**src/rtl/tce_pkg.sv**
```systemverilog
package tce_pkg;

  typedef enum logic [1:0] {
    DIR_FLOAT = 2'b00,
    DIR_STIM  = 2'b01,
    DIR_OBS   = 2'b10,
    DIR_FLT2  = 2'b11
  } pin_dir_e;

  typedef enum logic [1:0] {
    FMT_HOLD = 2'b00,
    FMT_RLOW = 2'b01,
    FMT_RHI  = 2'b10,
    FMT_INV  = 2'b11
  } force_fmt_e;

  typedef enum logic [1:0] {
    ST_IDLE = 2'b00,
    ST_RUN  = 2'b01,
    ST_LOCK = 2'b10
  } run_state_e;

  // Next drive value of one pin given its settings and its waveform state.
  function automatic logic pin_next(input logic [1:0] dir, input logic [1:0] fmt,
                                    input logic bv, input logic lvl,
                                    input logic rise, input logic hold);
    logic r;
    if (dir != DIR_STIM) begin
      r = 1'b0;
    end else begin
      case (force_fmt_e'(fmt))
        FMT_HOLD: r = rise ? bv : hold;
        FMT_RLOW: r = lvl ? bv : 1'b0;
        FMT_RHI:  r = lvl ? bv : 1'b1;
        default:  r = rise ? ~bv : hold;
      endcase
    end
    return r;
  endfunction

endpackage

```
**src/rtl/tce_timing.sv**
```systemverilog
module tce_timing #(
  parameter int PERIOD_CYC = 128,
  parameter int LOCK_CYC   = 64
) (
  input  logic       clk,
  input  logic       rst,
  input  logic       start_req,
  input  logic       stage_load,
  input  logic [1:0] stage_phase,
  output logic       accept,
  output logic       running,
  output logic       data_lvl,
  output logic       clk_lvl,
  output logic       data_rise,
  output logic       clk_rise,
  output logic       data_fall
);
  import tce_pkg::*;

  localparam int HALF = PERIOD_CYC / 2;
  localparam int STEP = PERIOD_CYC / 8;
  localparam int CW   = $clog2(PERIOD_CYC);
  localparam int LW   = $clog2(LOCK_CYC);

  run_state_e    state;
  logic [CW-1:0] cnt;
  logic [CW-1:0] clk_off;
  logic [LW-1:0] lcnt;
  logic          start_q;
  logic [1:0]    s_phase;
  logic [1:0]    a_phase;

  assign accept = (state == ST_IDLE) && start_req && !start_q;

  always_ff @(posedge clk) begin
    if (rst) begin
      state   <= ST_IDLE;
      cnt     <= '0;
      lcnt    <= '0;
      start_q <= 1'b0;
      s_phase <= '0;
      a_phase <= '0;
    end else begin
      start_q <= start_req;
      if (stage_load) s_phase <= stage_phase;
      case (state)
        ST_IDLE: begin
          if (accept) begin
            state   <= ST_RUN;
            cnt     <= '0;
            a_phase <= s_phase;
          end
        end
        ST_RUN: begin
          if (cnt == CW'(PERIOD_CYC - 1)) begin
            state <= ST_LOCK;
            lcnt  <= '0;
          end else begin
            cnt <= cnt + CW'(1);
          end
        end
        ST_LOCK: begin
          if (lcnt == LW'(LOCK_CYC - 1)) state <= ST_IDLE;
          else lcnt <= lcnt + LW'(1);
        end
        default: state <= ST_IDLE;
      endcase
    end
  end

  always_comb begin
    clk_off   = CW'(a_phase) * CW'(STEP);
    running   = (state == ST_RUN);
    data_lvl  = running && (cnt < CW'(HALF));
    clk_lvl   = running && (cnt >= clk_off) &&
                ({1'b0, cnt} < ({1'b0, clk_off} + (CW+1)'(HALF)));
    data_rise = running && (cnt == '0);
    clk_rise  = running && (cnt == clk_off);
    data_fall = running && (cnt == CW'(HALF));
  end

  p_lock_blocks_start_r11: assert property (@(posedge clk) disable iff (rst)
    (state == ST_LOCK) |=> (state != ST_RUN));

  p_run_window_r12: assert property (@(posedge clk) disable iff (rst)
    (running && cnt == CW'(PERIOD_CYC - 1)) |=> (state == ST_LOCK));

  p_clock_rise_high_r7: assert property (@(posedge clk) disable iff (rst)
    clk_rise |-> clk_lvl);

  p_single_fall_r8: assert property (@(posedge clk) disable iff (rst)
    data_fall |=> !data_fall);

endmodule

```
**src/rtl/tce_pin_bank.sv**
```systemverilog
module tce_pin_bank #(
  parameter int N_PINS = 139
) (
  input  logic                clk,
  input  logic                rst,
  input  logic                stage_load,
  input  logic [2*N_PINS-1:0] stage_dir,
  input  logic [N_PINS-1:0]   stage_drive,
  input  logic [2*N_PINS-1:0] stage_fmt,
  input  logic [N_PINS-1:0]   stage_wsel,
  input  logic                accept,
  input  logic                running,
  input  logic                data_lvl,
  input  logic                clk_lvl,
  input  logic                data_rise,
  input  logic                clk_rise,
  output logic [N_PINS-1:0]   drv_o,
  output logic [N_PINS-1:0]   oe_o,
  output logic [N_PINS-1:0]   out_mask
);
  import tce_pkg::*;

  // staging bank
  logic [N_PINS-1:0][1:0] s_dir, s_fmt;
  logic [N_PINS-1:0]      s_bit, s_wsel;
  // active bank
  logic [N_PINS-1:0][1:0] a_dir, a_fmt;
  logic [N_PINS-1:0]      a_bit, a_wsel;

  logic [N_PINS-1:0] nxt_drv, nxt_oe;
  logic [N_PINS-1:0] drv_q, oe_q;

  always_ff @(posedge clk) begin
    if (rst) begin
      s_dir  <= '0;
      s_fmt  <= '0;
      s_bit  <= '0;
      s_wsel <= '0;
      a_dir  <= '0;
      a_fmt  <= '0;
      a_bit  <= '0;
      a_wsel <= '0;
    end else begin
      if (stage_load) begin
        s_dir  <= stage_dir;
        s_fmt  <= stage_fmt;
        s_bit  <= stage_drive;
        s_wsel <= stage_wsel;
      end
      if (accept) begin
        a_dir  <= s_dir;
        a_fmt  <= s_fmt;
        a_bit  <= s_bit;
        a_wsel <= s_wsel;
      end
    end
  end

  for (genvar g = 0; g < N_PINS; g++) begin : g_pin
    logic p_lvl, p_rise;
    assign p_lvl       = a_wsel[g] ? clk_lvl  : data_lvl;
    assign p_rise      = a_wsel[g] ? clk_rise : data_rise;
    assign nxt_drv[g]  = pin_next(a_dir[g], a_fmt[g], a_bit[g], p_lvl, p_rise, drv_q[g]);
    assign nxt_oe[g]   = (a_dir[g] == DIR_STIM);
    assign out_mask[g] = (a_dir[g] == DIR_OBS);

    p_undriven_zero_r2: assert property (@(posedge clk) disable iff (rst)
      !oe_o[g] |-> !drv_o[g]);
  end

  always_ff @(posedge clk) begin
    if (rst) begin
      drv_q <= '0;
      oe_q  <= '0;
    end else begin
      drv_q <= nxt_drv;
      oe_q  <= nxt_oe;
    end
  end

  assign drv_o = drv_q;
  assign oe_o  = oe_q;

  p_active_frozen_r10: assert property (@(posedge clk) disable iff (rst)
    (running && $past(running)) |->
      ($stable(a_dir) && $stable(a_fmt) && $stable(a_bit) && $stable(a_wsel)));

endmodule

```
**src/rtl/tce_capture.sv**
```systemverilog
module tce_capture #(
  parameter int N_PINS = 139
) (
  input  logic              clk,
  input  logic              rst,
  input  logic              data_fall,
  input  logic [N_PINS-1:0] out_mask,
  input  logic [N_PINS-1:0] pin_in,
  output logic [N_PINS-1:0] cap_o,
  output logic              done_o
);
  logic [N_PINS-1:0] cap_q;
  logic              done_q;

  always_ff @(posedge clk) begin
    if (rst) begin
      cap_q  <= '0;
      done_q <= 1'b0;
    end else begin
      done_q <= data_fall;
      if (data_fall) cap_q <= pin_in & out_mask;
    end
  end

  assign cap_o  = cap_q;
  assign done_o = done_q;

  p_done_single_r9: assert property (@(posedge clk) disable iff (rst)
    done_o |=> !done_o);

  p_cap_hold_r8: assert property (@(posedge clk) disable iff (rst)
    !done_o |-> $stable(cap_o));

endmodule

```
**src/rtl/tce_engine.sv**
```systemverilog
module tce_engine #(
  parameter int N_PINS     = 139,
  parameter int PERIOD_CYC = 128,
  parameter int LOCK_CYC   = 64
) (
  input  logic                clk,
  input  logic                rst,
  input  logic                stage_load,
  input  logic [2*N_PINS-1:0] stage_dir,
  input  logic [N_PINS-1:0]   stage_drive,
  input  logic [2*N_PINS-1:0] stage_fmt,
  input  logic [N_PINS-1:0]   stage_wsel,
  input  logic [1:0]          stage_phase,
  input  logic                start_req,
  input  logic [N_PINS-1:0]   pin_in,
  output logic [N_PINS-1:0]   pin_drive,
  output logic [N_PINS-1:0]   pin_oe,
  output logic [N_PINS-1:0]   capture,
  output logic                done
);
  logic accept, running, data_lvl, clk_lvl, data_rise, clk_rise, data_fall;
  logic [N_PINS-1:0] out_mask;

  tce_timing #(.PERIOD_CYC(PERIOD_CYC), .LOCK_CYC(LOCK_CYC)) u_timing (
    .clk(clk), .rst(rst), .start_req(start_req),
    .stage_load(stage_load), .stage_phase(stage_phase),
    .accept(accept), .running(running),
    .data_lvl(data_lvl), .clk_lvl(clk_lvl),
    .data_rise(data_rise), .clk_rise(clk_rise), .data_fall(data_fall)
  );

  tce_pin_bank #(.N_PINS(N_PINS)) u_pins (
    .clk(clk), .rst(rst), .stage_load(stage_load),
    .stage_dir(stage_dir), .stage_drive(stage_drive),
    .stage_fmt(stage_fmt), .stage_wsel(stage_wsel),
    .accept(accept), .running(running),
    .data_lvl(data_lvl), .clk_lvl(clk_lvl),
    .data_rise(data_rise), .clk_rise(clk_rise),
    .drv_o(pin_drive), .oe_o(pin_oe), .out_mask(out_mask)
  );

  tce_capture #(.N_PINS(N_PINS)) u_cap (
    .clk(clk), .rst(rst), .data_fall(data_fall),
    .out_mask(out_mask), .pin_in(pin_in),
    .cap_o(capture), .done_o(done)
  );

endmodule

```
**config.mk**
```make
export PLATFORM = sky130hd
export DESIGN_NAME = tce_engine
export DESIGN_NICKNAME = d
export VERILOG_FILES = /design/src/rtl/tce_pkg.sv /design/src/rtl/tce_timing.sv /design/src/rtl/tce_pin_bank.sv /design/src/rtl/tce_capture.sv /design/src/rtl/tce_engine.sv
export SDC_FILE = /design/constraint.sdc
export NUM_CORES = 2
export LEC_CHECK = 0
export BUFFER_PORTS_ARGS = -buffer_cell sky130_fd_sc_hd__buf_2
export CELL_PAD_IN_SITES_DETAIL_PLACEMENT = 0
export CELL_PAD_IN_SITES_GLOBAL_PLACEMENT = 1
export CORE_AREA = 2 2 541 543
export DETAILED_ROUTE_END_ITERATION = 16
export DIE_AREA = 0 0 543 545
export HOLD_SLACK_MARGIN = 0.1
export PLACE_DENSITY_LB_ADDON = 0.1
export SYNTH_ARGS = -nofsm -noshare
export SYNTH_HDL_FRONTEND = slang
export SYNTH_HIERARCHICAL = 1
export SYNTH_SLANG_ARGS = --single-unit
```
**constraint.sdc**
```tcl
create_clock -name clk -period 2.8 [get_ports clk]
set_input_delay 0.28 -clock clk [delete_from_list [all_inputs] [get_ports clk]]
set_output_delay 0.28 -clock clk [all_outputs]
set_load 0.1 [all_outputs]
```
# Word-level counts from Yosys, hierarchy flattened
# Cells that the tools add are included.
dict set report word_totals {
  register_bits 2106
  output_inout_bits 418
  elab_cells 3255
}
dict set report op_classes {
  addsub 3
  n_lt_le_gt_ge 3
  n_eq_ne 845
  mux 983
  bitwise 140
  n_reduce_logical 573
}
# cell n
set ops {}
lappend ops {{two-way mux 1 bit} 834}
lappend ops {{!= test 2 x 1 -> 1 bit (second input constant)} 280}
lappend ops {{equality test 2 x 1 -> 1 bit (second input constant)} 279}
lappend ops {{equality test 2 bit (second input constant)} 279}
lappend ops {{case mux 1 bit (3 select lines)} 139}
lappend ops {{nonzero test 3 bit} 139}
lappend ops {{zero test 2 bit} 140}
lappend ops {{AND reduction 2 bit} 140}
lappend ops {{OR reduction 2 bit} 139}
lappend ops {{bitwise AND 139 bit} 1}
lappend ops {{inverter 1 bit} 139}
lappend ops {{equality test 7 bit (second input constant)} 2}
lappend ops {{two-way mux 7 bit} 2}
lappend ops {{case mux 7 bit (2 select lines)} 1}
lappend ops {{two-way mux 6 bit} 2}
lappend ops {{case mux 6 bit (2 select lines)} 1}
lappend ops {{AND reduction 3 bit} 3}
lappend ops {{adder 6 x 7 -> 8 bit (second input constant)} 1}
lappend ops {{logical AND 1 bit} 8}
lappend ops {{less-than comparator 7 x 8 -> 1 bit} 1}
lappend ops {{adder 7 x 1 -> 7 bit (second input constant)} 1}
lappend ops {{equality test 7 x 6 -> 1 bit} 1}
lappend ops {{greater-or-equal comparator 7 x 6 -> 1 bit} 1}
lappend ops {{zero test 7 bit} 1}
lappend ops {{other kinds (8)} 13}

# Depth between registers and ports, before layout
dict set report depth {
  word_depth 6
  ltp_mapped 13
  mapped_depth_nobuf 10
}

# Cells and area by module
# The synthesis kept the hierarchy.
# mod n_inst cells_each area_each_um2
set by_module_without_submodules {}
lappend by_module_without_submodules {tce_pin_bank 1 7397 76575.9}
lappend by_module_without_submodules {tce_capture 1 605 6334.8}
lappend by_module_without_submodules {tce_timing 1 124 1019.7}

# Worst setup path after synthesis
# OpenSTA, ideal clock, no wires.
dict set report synth_timing {
  path_type {reg-to-reg}
  start {reg u_timing.cnt[4]}
  end {reg u_pins.drv_q[126], in the netlist u_pins/drv_o[126]}
  t_arrival_ns 1.896
  required_ns 2.678
  setup_slack_ns 0.782
  stages_incl_launch_ff 14
  cell_sequence {dfxtp_1 > buf_2 > inv_1 > ha_1 > inv_1 > a21oi_1 > o21ai_0 > a31oi_1 > buf_2 > buf_4 > mux2i_1 > o21ai_0 > a21boi_1 > a21oi_1}
}
dict set report synth_via {
  elab_chain_cells 6
  elab_cells_between_ends 18
  cone_classes {order compare: 3; eq/ne: 2; mux: 5; reduce/logical: 8}
}
# element line
set synth_lines {}
lappend synth_lines {{from (decl)} tce_timing.sv:26} ;# logic [CW-1:0] cnt;
lappend synth_lines {{from (signal assigned)} tce_timing.sv:59} ;# cnt <= cnt + CW'(1);
lappend synth_lines {{greater-or-equal comparator 7 x 6 -> 1 bit} tce_timing.sv:75} ;# clk_lvl = running && (cnt >= clk_off) &&
lappend synth_lines {{logical AND 1 bit} tce_timing.sv:75}
lappend synth_lines {{logical AND 1 bit (*)} tce_timing.sv:75}
lappend synth_lines {{net clk_lvl} tce_engine.sv:21} ;# logic accept, running, data_lvl, clk_lvl, data_rise, clk_rise, data_fall;
lappend synth_lines {{two-way mux 1 bit (*)} tce_pin_bank.sv:61} ;# assign p_lvl = a_wsel[g] ? clk_lvl : data_lvl;
lappend synth_lines {{two-way mux 1 bit, on equally long branches} {tce_pkg.sv:34, tce_pkg.sv:33}}
lappend synth_lines {{case mux 1 bit (3 select lines) (*)} tce_pkg.sv:31} ;# case (force_fmt_e'(fmt))
lappend synth_lines {{to (signal assigned)} tce_pin_bank.sv:76} ;# drv_q <= nxt_drv;
lappend synth_lines {{to (decl)} tce_pin_bank.sv:31} ;# logic [N_PINS-1:0] drv_q, oe_q;
# Mark *: on every way through the listed nets, which the timed path passes. The rest lies on a longest branch.
# A chain may end at the register's enable or synchronous reset.

# Final worst setup path
dict set report layout_timing {
  start {reg u_timing.state[0]}
  end {reg u_cap.cap_q[29], in the netlist u_cap/cap_o[29]}
}
dict set report layout_via {
  elab_chain_cells 2
}
# element line
set layout_lines {}
lappend layout_lines {{from (decl)} tce_timing.sv:25} ;# run_state_e state;
lappend layout_lines {{from (signal assigned)} tce_timing.sv:37} ;# state <= ST_IDLE;
lappend layout_lines {{from (signal assigned)} tce_timing.sv:49} ;# state <= ST_RUN;
lappend layout_lines {{from (signal assigned)} tce_timing.sv:56} ;# state <= ST_LOCK;
lappend layout_lines {{equality test 2 x 1 -> 1 bit} tce_timing.sv:73} ;# running = (state == ST_RUN);
lappend layout_lines {{logical AND 1 bit} tce_timing.sv:79} ;# data_fall = running && (cnt == CW'(HALF));
lappend layout_lines {{net data_fall} tce_engine.sv:21}
lappend layout_lines {{to (signal assigned)} tce_capture.sv:21} ;# if (data_fall) cap_q <= pin_in & out_mask;
lappend layout_lines {{to (decl)} tce_capture.sv:12} ;# logic [N_PINS-1:0] cap_q;
# The timed path passes the listed nets, and every way through them passes these cells.

==> impl_metrics.ini <==
[worst_setup_path]
crit_chain = nand2b_1 -> buf_4 -> nor3_4 -> buf_12 -> nand3_2 -> a21oi_2 -> dlygate4sd3_1
end_kind = flip-flop
crit_required_ns = 3.65
crit_fanout = 65
cp_slowest_stage_delay_ns = 0.55
cp_slowest_cell = dlygate4sd3_1
path_class = flip-flop to flip-flop
arrival_ns = 3.53
cp-start-kind = flip-flop

[power_and_ir_drop]
irDropWorstVdd_mv = 0.5517
total_leakage_power_uw = 0.04986
pwr_density_cell_mw_per_mm2 = 616.1

[synth]
netlist_instances = 8126
seq_area_frac_synth = 0.5023
synth-compound-area-share = 0.06049
synth_cell_types = 42
syn_area_per_cell_um2 = 10.33
synth.area.top_cells = dfxtp_1 50%, mux2i_1 23%, nor2_1 7.5%, nor2b_1 2.1%, o21ai_1 1.7%
synth_top_family_by_area = multiplexers
post-synth-top-area-cell = dfxtp_1
synthAdderAreaFrac = 0.0007454
ys_warn_count = 6
synthSimpleGateAreaFrac = 0.1480
syn_area_mm2 = 0.08393
dominantRegCellSynth = dfxtp_1
synth.top_cell.area_share = 0.5023
synth-seq-cells = 2106
synth_edf_count = 0
synth_mux_area_frac = 0.2326
syn_nets = 9110
async_flop_share = 0
synth_xor_area_frac = 0.01451

[cells_and_area]
syn_to_final_growth_pct = 39.72
ff_latch_area_mm2 = 0.04216
final_nets = 11860
multi_input_area_mm2 = 0.03837
instances_no_fill = 15020
drive_gt1_frac = 0.2078
fillers = 28800

[sta]
worst_hold_slack_ns = 0.1568
tightest_slew_ns = 1.152
rsz0062_at_grt = no
setup_viol = 0
slew_headroom = 0.2304
fin_crit_ns = 2.678
fin_ws_ns = 0.1220
fin_tns_setup_ns = 0
fin_crit_sh = 0.9564
report.final.hold_viol_count = 0
max_freq_mhz = 373.4
fin_skew_ns = 0.05993
maxSlewViolCount = 0

[clocking]
cts.sinks = 2106
clock_path_buffers = 4
cts_root_buf = clkbuf_16
htree_levels = 4
path_clk_slew_ns = 0.06
cts_tree = yes
cts_buffers = 244
clock_latency_ns = 0.92
postCtsSetupBuffers = 0

[grt]
grt_pass1_wl_um = 461400
overflow = 0
grt_pass1_vias = 67450
antenna_found_initial = 158
grt_max_degree = 96
grt_use_total = 0.2092

[routing]
drtPass1Iterations = 7
route.detailed.drc = 0
routed_wl_um = 322500
drtAntennaViolNets = 0
vias_per_cell = 4.491
wire_per_inst_um = 21.47
drtIter0Drc = 3281
vias = 67460

[floorplan]
die-area_mm2 = 0.2959
start_util = 0.2893
die_h_um = 545
rows = 198
io_pins = 1397
fp.dieW_um = 543
coreArea_mm2 = 0.2901

[placed_design]
place_congestion = 0.8123
dp_hpwl_um = 235800
port_buffers = 1396
place_ws_ns = 0.1648
placed_cells = 13140

[worst_hold_path]
hp-class = input port to flip-flop

[outcome]
status = completed

[flow_run]
max_cap_violations = 0
-- final timing paths --
| kind | end | slack (ns) | depth (start not counted) | from |
|---|---|---|---|---|
| worst max-delay path | u_cap/cap_o[29]$_SDFFE_PP0P_ | 0.12 | 7 | u_timing/state[0]$_SDFFE_PP0P_ |
| worst min-delay path | u_pins/s_dir[181]$_SDFFE_PP0P_ | 0.16 | 4 | stage_load |
| worst max register to register | u_cap/cap_o[29]$_SDFFE_PP0P_ | 0.12 | 7 | u_timing/state[0]$_SDFFE_PP0P_ |
| worst min register to register | u_pins/oe_o[111]$_SDFF_PP0_ | 0.46 | 1 | u_pins/a_dir[223]$_SDFFE_PP0P_ |
-- final cells by class --
cell class / count / area share
Sequential cell: 2106 / 0.3595
Multi-Input combinational cell: 5514 / 0.3272
Timing Repair Buffer: 2999 / 0.2019
Clock buffer: 379 / 0.06264
Tap cell: 3900 / 0.04161
Clock inverter: 56 / 0.005698
Antenna cell: 59 / 0.001259
Inverter: 7 / 0.0002241
-- report_power, final --
part | internal, uW | leakage (uW) | total, uW | switching [uW]
logic | 4000 | 0.0287 | 8160 | 4160
clock network | 18800 | 0.00396 | 32100 | 13400
registers | 31100 | 0.0172 | 32000 | 859
-- layout by cell type, fill, tap and decap left out, drive strengths merged, types with 2 or more instances in the layout --
cell type	netlist	final
dfxtp	2106	2106
mux2i	1950	1950
nor2	1680	1680
buf	436	1617
dlygate4sd3	0	1382
o21ai	425	425
clkbuf	63	379
a21oi	288	288
nor2b	282	282
nand2b	145	145
nand3	145	145
nand2	143	143
nor3b	140	140
xnor2	139	139
a21boi	139	139
diode	0	59
clkinv	0	39
inv	7	14
bufinv	0	9
nor3	9	9
ha	5	5
nand4	4	4
or3	3	3
a311oi	3	3
a31oi	3	3
and3	2	2
-- metal layers --
layer | vias up | track usage | wire, um
li1 | 33200 | - | -
met1 | 31950 | 0.2577 | 138700
met2 | 1643 | 0.3589 | 153800
met3 | 570 | 0.04942 | 18770
met4 | 92 | 0.06461 | 10600
met5 | - | 0 | 621
-- cells in the mapped netlist (2+ instances only) --
library cell and instances:
buf_4 122, ha_1 5, clkbuf_1 63, nor3b_2 100, nand3_1 45, nor3_1 9, inv_1 6, buf_6 87
a21boi_1 110, a31oi_1 3, o21ai_1 291, nand3_2 100, and3_1 2, nor3b_1 40, buf_2 214, nor2_1 1680
nand2b_1 145, nor2b_1 282, o21ai_0 134, dfxtp_1 2106, a21oi_1 188, a311oi_1 3, xnor2_1 139, mux2i_1 1950
a21oi_2 100, nand2_1 143, a21boi_0 29, buf_12 11, or3_1 3, nand4_1 4
-- through the flow --
step,total power (uW),utilization,instance area (um2)
final,72250,0.4042,117300
after CTS,73410,0.4037,117100
after global routing,75300,0.4040,117200
after floorplan,36620,-,83930
after global placement,39050,0.3284,95260
after detailed placement,39140,0.3284,95260
-- cell families after synthesis --
group	Yosys count
fa+ha+maj	5
buf+inv	506
simple gates	2556
flops	2106
compound gates	864
mux	1950
xor+xnor	139
-- state kept, by name (all words and copies together) (netlist names) --
register	flops
u_cap/cap_o	139
u_cap/done_o	1
u_pins/a_bit	139
u_pins/a_dir	278
u_pins/a_fmt	278
u_pins/a_wsel	139
u_pins/drv_o	139
u_pins/oe_o	139
u_pins/s_bit	139
u_pins/s_dir	278
u_pins/s_fmt	278
u_pins/s_wsel	139
u_timing/a_phase	2
u_timing/cnt	7
u_timing/lcnt	6
u_timing/s_phase	2
u_timing/start_q	1
u_timing/state	2
-- critical path: cells and delay by family, from the launching register on --
| kind | cells | cell delay [ns] |
|---|---|---|
| buf+inv | 3 | 1.01 |
| simple gates | 3 | 0.67 |
| flops | 1 | 0.50 |
| compound gates | 1 | 0.18 |
-- timing repair --
item                                   in CTS  in global routing
endpoints found under the hold margin    1151                  0
setup endpoints to repair                   0                 29
hold buffers                             1382                  0
resized for setup                           0                  2
(Power assumes the default switching activity.)
